[src/rtl/bbm_pkg.sv]
package bbm_pkg;

  typedef enum logic [1:0] {
    ST_IDLE,
    ST_REQ,
    ST_STEP
  } ctrlState_e;

  // strobes from control to datapath
  typedef struct packed {
    logic loadCfg;
    logic retirePage;
  } dpStrobe_t;

  // bit positions of the page-selection mask; order is the read priority
  localparam int SEL_FIRST  = 0;
  localparam int SEL_SECOND = 1;
  localparam int SEL_LAST   = 2;
  localparam int SEL_N      = 3;

endpackage

[src/rtl/bbm_ones_count.sv]
module bbm_ones_count #(
  parameter int W  = 8,
  parameter int CW = $clog2(W + 1)
) (
  input  logic [W-1:0]  dataIn,
  output logic [CW-1:0] onesOut
);

  always_comb begin
    onesOut = '0;
    for (int i = 0; i < W; i++) begin
      onesOut = onesOut + {{(CW-1){1'b0}}, dataIn[i]};
    end
  end

endmodule

[src/rtl/bbm_datapath.sv]
module bbm_datapath
  import bbm_pkg::*;
#(
  parameter int BLOCK_W   = 12,
  parameter int PPB       = 64,
  parameter int MARKER_W  = 8,
  parameter int COL_W     = 6,
  parameter int SMALL_COL = 5,
  parameter int LARGE_COL = 0,
  localparam int PPB_SHIFT = $clog2(PPB),
  localparam int PAGE_W    = BLOCK_W + PPB_SHIFT,
  localparam int THR_W     = $clog2(MARKER_W + 1)
) (
  input  logic                clk,
  input  logic                rstN,
  input  dpStrobe_t           strobe,
  input  logic [BLOCK_W-1:0]  blockNum,
  input  logic                largePage,
  input  logic                chkFirst,
  input  logic                chkSecond,
  input  logic                chkLast,
  input  logic [THR_W-1:0]    threshold,
  input  logic [MARKER_W-1:0] rdByte,
  output logic [PAGE_W-1:0]   rdPage,
  output logic [COL_W-1:0]    rdCol,
  output logic                markerOk,
  output logic                lastPending
);

  localparam int unsigned LAST_I = PPB - 1;
  localparam logic [PPB_SHIFT-1:0] FIRST_OFS  = '0;
  localparam logic [PPB_SHIFT-1:0] SECOND_OFS = {{(PPB_SHIFT-1){1'b0}}, 1'b1};
  localparam logic [PPB_SHIFT-1:0] LAST_OFS   = LAST_I[PPB_SHIFT-1:0];
  localparam int unsigned SMALL_U = SMALL_COL;
  localparam int unsigned LARGE_U = LARGE_COL;
  localparam logic [COL_W-1:0] SMALL_C = SMALL_U[COL_W-1:0];
  localparam logic [COL_W-1:0] LARGE_C = LARGE_U[COL_W-1:0];

  logic [BLOCK_W-1:0]   blockReg;
  logic                 largeReg;
  logic [THR_W-1:0]     thrReg;
  logic [SEL_N-1:0]     maskReg;
  logic [SEL_N-1:0]     maskLoad;
  logic [PPB_SHIFT-1:0] pageOfs;
  logic [THR_W-1:0]     onesCnt;

  always_comb begin
    maskLoad = '0;
    maskLoad[SEL_FIRST]  = chkFirst;
    maskLoad[SEL_SECOND] = chkSecond;
    maskLoad[SEL_LAST]   = chkLast;
    if (maskLoad == '0) maskLoad[SEL_FIRST] = 1'b1;
  end

  always_ff @(posedge clk or negedge rstN) begin
    if (!rstN) begin
      blockReg <= '0;
      largeReg <= 1'b0;
      thrReg   <= '0;
      maskReg  <= '0;
    end else if (strobe.loadCfg) begin
      blockReg <= blockNum;
      largeReg <= largePage;
      thrReg   <= threshold;
      maskReg  <= maskLoad;
    end else if (strobe.retirePage) begin
      maskReg  <= maskReg & (maskReg - 1'b1);
    end
  end

  // lowest pending selection picks the page
  always_comb begin
    if (maskReg[SEL_FIRST])       pageOfs = FIRST_OFS;
    else if (maskReg[SEL_SECOND]) pageOfs = SECOND_OFS;
    else                          pageOfs = LAST_OFS;
  end

  assign rdPage      = {blockReg, pageOfs};
  assign rdCol       = largeReg ? LARGE_C : SMALL_C;
  assign lastPending = ($countones(maskReg) <= 1);

  bbm_ones_count #(.W(MARKER_W), .CW(THR_W)) uOnes (
    .dataIn  (rdByte),
    .onesOut (onesCnt)
  );

  assign markerOk = (onesCnt >= thrReg);

  p_retire_one_r4: assert property (@(posedge clk) disable iff (!rstN)
    strobe.retirePage |=> ($countones(maskReg) == $past($countones(maskReg)) - 1));

  p_mask_loaded_r5: assert property (@(posedge clk) disable iff (!rstN)
    strobe.loadCfg |=> (maskReg != '0));

endmodule

[config.mk]
export PLATFORM = sky130hd
export DESIGN_NAME = bbm_datapath
export DESIGN_NICKNAME = d
export VERILOG_FILES = /design/src/rtl/bbm_pkg.sv /design/src/rtl/bbm_ones_count.sv /design/src/rtl/bbm_datapath.sv
export SDC_FILE = /design/constraint.sdc
export NUM_CORES = 1
export LEC_CHECK = 0
export BUFFER_PORTS_ARGS = -buffer_cell sky130_fd_sc_hd__buf_4
export CORE_ASPECT_RATIO = 0.6
export CORE_UTILIZATION = 30
export CTS_BUF_LIST = sky130_fd_sc_hd__clkbuf_8
export DETAILED_ROUTE_END_ITERATION = 10
export PLACE_DENSITY_LB_ADDON = 0.25
export SLEW_MARGIN = 20
export SYNTH_ARGS = -nofsm -noshare
export SYNTH_HDL_FRONTEND = slang
export SYNTH_SLANG_ARGS = --single-unit
[constraint.sdc]
create_clock -name clk -period 6.2 [get_ports clk]
set_input_delay 0.31 -clock clk [delete_from_list [all_inputs] [get_ports clk]]
set_output_delay 0.31 -clock clk [all_outputs]
set_load 0.03 [all_outputs]
==> results.yml <==
place:
  portBuffers: 53
  hpwl_um: 1700
  globalplace.congestion: 0.708
pwr:
  power_density_nw_per_um2: 247
  power_mw: 0.396
  p_leak_nw: 0.844
  ir_drop_mv: 0.105
worst_setup_path:
  crit_arrival_ns: 3.48
  reg2reg_slack_ns: 5.30
  r2r-start: "maskReg[1]$_DFFE_PN0P_"
  slowest_stage: "fa_1"
  startpoint: "rdByte[0]"
  cp.depth: 14
  path_buf_inv: 6
  r2r_end: "maskReg[2]$_DFFE_PN0P_"
  cp-start-kind: "input pin"
  cp_cell_sequence: "buf_4 > ha_1 > inv_1 > fa_1 > fa_1 > inv_1 > fa_1 > inv_1 > fa_1 > inv_1 > ha_1 > a2111oi_4 > nor3_1 > buf_4"
  cp_max_fo: 2
  required_ns: 5.89
  critPathKind: "in -> out"
  cpPeakStageDelay_ns: 0.50
  reg2regPathDepth: 2
  crit_path_end: "markerOk"
  crit_family: "adder cells"
  end_kind: "output port"
synthesis:
  ys_seq_area_share_pct: 42.2
  ys_seq_elements: 20
  synth_cell_types: 21
  synthFlopType: "dfrtp_1"
  synthArstFlopShare_pct: 100
  synth_top_cell_by_area: "dfrtp_1"
  yosysWarnings: 0
  synth-edff-count: 0
  syn_inst: 103
  synth_area_leaders: "dfrtp_1 (42%), ha_1 (8.4%), mux2_4 (7.6%), fa_1 (6.8%), mux2_2 (6.7%)"
  synth.cell_area_um2: 1180
  syn_area_per_cell_um2: 11.5
  synth_top_area_share_pct: 42.2
floorplan:
  floorplan.rows: 17
  initial_utilization_pct: 31.8
  io-pin-count: 58
  core_area_um2: 3720
  die_w_um: 83.1
  dieArea_um2: 4210
  dieHeight_um: 50.7
clock_network:
  clkLatencyLatePin_ns: 0.25
  clock_sinks: 20
  clockBufferDepth: 2
  root_buffer: "clkbuf_8"
  clk_pin_slew_worst_paths_ns: 0.07
  cts_buffers: 3
  htreeDepth: 1
  cts_tree: "yes"
timing:
  grt_setup_unrepaired: "false"
  max_freq_mhz: 264
  fin_skew_ns: 0.000492
  finalCriticalPeriod_ns: 3.79
  setup_viol: 0
  slew_viol_final: 0
  final-hold-violation-count: 0
  fin_crit_sh_pct: 61.1
  setup_tns_ns: 0
drt:
  route.top_layer_used: "met3"
  wl_um: 2090
  drt_pass1_iterations: 2
  drc: 0
  drtAntennaViolNets: 0
  vias: 837
  drt_iter0_markers: 17
  vias_per_cell: 4.23
  wl_met1_um: 943
  wl_met3_um: 119
  route.met2.wl_um: 1020
  drt-wirelength-per-cell_um: 10.5
finish:
  final_nets: 197
  final_cell_mix: "buf_4 (53), dfrtp_1 (20), inv_1 (18), o21ai_0 (8), ha_1 (8)"
  layout_commonest_cell: "buf_4"
  multi_input_area_um2: 529
  fillers: 347
  syn_to_final_growth_pct: 35.5
  antennaDiodeCount: 0
  register_area_um2: 500
  drive_above_1_share_pct: 47.0
min_path:
  hold_path_class: "in -> reg"
  hold_depth: 2
global_routing:
  antenna_found_initial: 0
  grt_overflow_total: 0
  grt_max_degree: 28
  grt_pass1_vias: 805
  grt_pass1_wl_um: 3550
  grt.total_usage_pct: 10.8
job:
  cap_violations: 0
run_status:
  status: "completed"
[routing by layer]
| layer | vias up | global-route usage, % |
|---|---|---|
| met2 | 31 | 17.6 |
| met3 | 0 | 4.11 |
| met4 | 0 | 3.45 |
| met5 | - | 0 |
| met1 | 395 | 13.4 |
| li1 | 411 | - |
[layout make-up]
class                   count  share of cell area (%)
clock buffers               3                    2.57
repair buffers             54                    25.4
flip-flops and latches     20                    31.2
well taps                  47                    3.66
inverters                  18                    4.21
multi-input cells          56                    33.0
[kinds of logic after synthesis]
family,Yosys count,share of synthesized area (%)
multiplexers,13,14.3
XOR/XNOR,1,0.739
buffers and inverters,30,14.0
other,1,0.316
adder cells (fa/ha/maj),12,15.2
flip-flops,20,42.2
AO/OA/AOI/OAI,13,7.81
AND/OR/NAND/NOR,13,5.39
[per-stage QoR]
stage	hold slack [ns]	util [%]	setup WS [ns]	instance area, µm²	instances
finish	0.243	43.1	2.41	1610	198
global route	0.234	43.1	2.22	1610	198
CTS	0.242	43.1	2.37	1610	198
detailed placement	0.204	41.7	2.38	1550	194
global placement	0.203	41.7	2.48	1550	194
floorplan	0.0144	-	2.49	1200	106
[flip-flops by register name, summed over array words and instances (netlist names)]
name,count
maskReg,3
largeReg,1
thrReg,4
blockReg,12
[worst min-delay path by stage]
stage                          from                       end
final                     strobe[0]    maskReg[0]$_DFFE_PN0P_
after CTS                 strobe[0]    maskReg[0]$_DFFE_PN0P_
after global placement         rstN   blockReg[5]$_DFFE_PN0P_
after floorplan                rstN   blockReg[0]$_DFFE_PN0P_
after global routing      strobe[0]    maskReg[0]$_DFFE_PN0P_
after detailed placement       rstN  blockReg[11]$_DFFE_PN0P_
[synthesized netlist by cell type, types with 2 or more instances]
| cell type | n |
|---|---|
| dfrtp_1 | 20 |
| inv_1 | 18 |
| buf_4 | 9 |
| ha_1 | 8 |
| o21ai_0 | 8 |
| mux2_2 | 7 |
| mux2_4 | 6 |
| nand2_1 | 6 |
| fa_1 | 4 |
| nor2_1 | 3 |
| a21oi_1 | 2 |
| nor3_1 | 2 |
| o31ai_1 | 2 |
[power by group]
part	internal [mW]	total [mW]	switching (mW)
registers	0.143	0.150	0.00684
logic	0.0775	0.165	0.0878
clock network	0.0431	0.0810	0.0379
total	0.264	0.396	0.133
[repair_timing]
item                      CTS  global route
resized for setup           0             0
setup buffers               0             0
hold buffers                1             0
hold endpoints to repair   20             0
(Power assumes the default switching activity.)
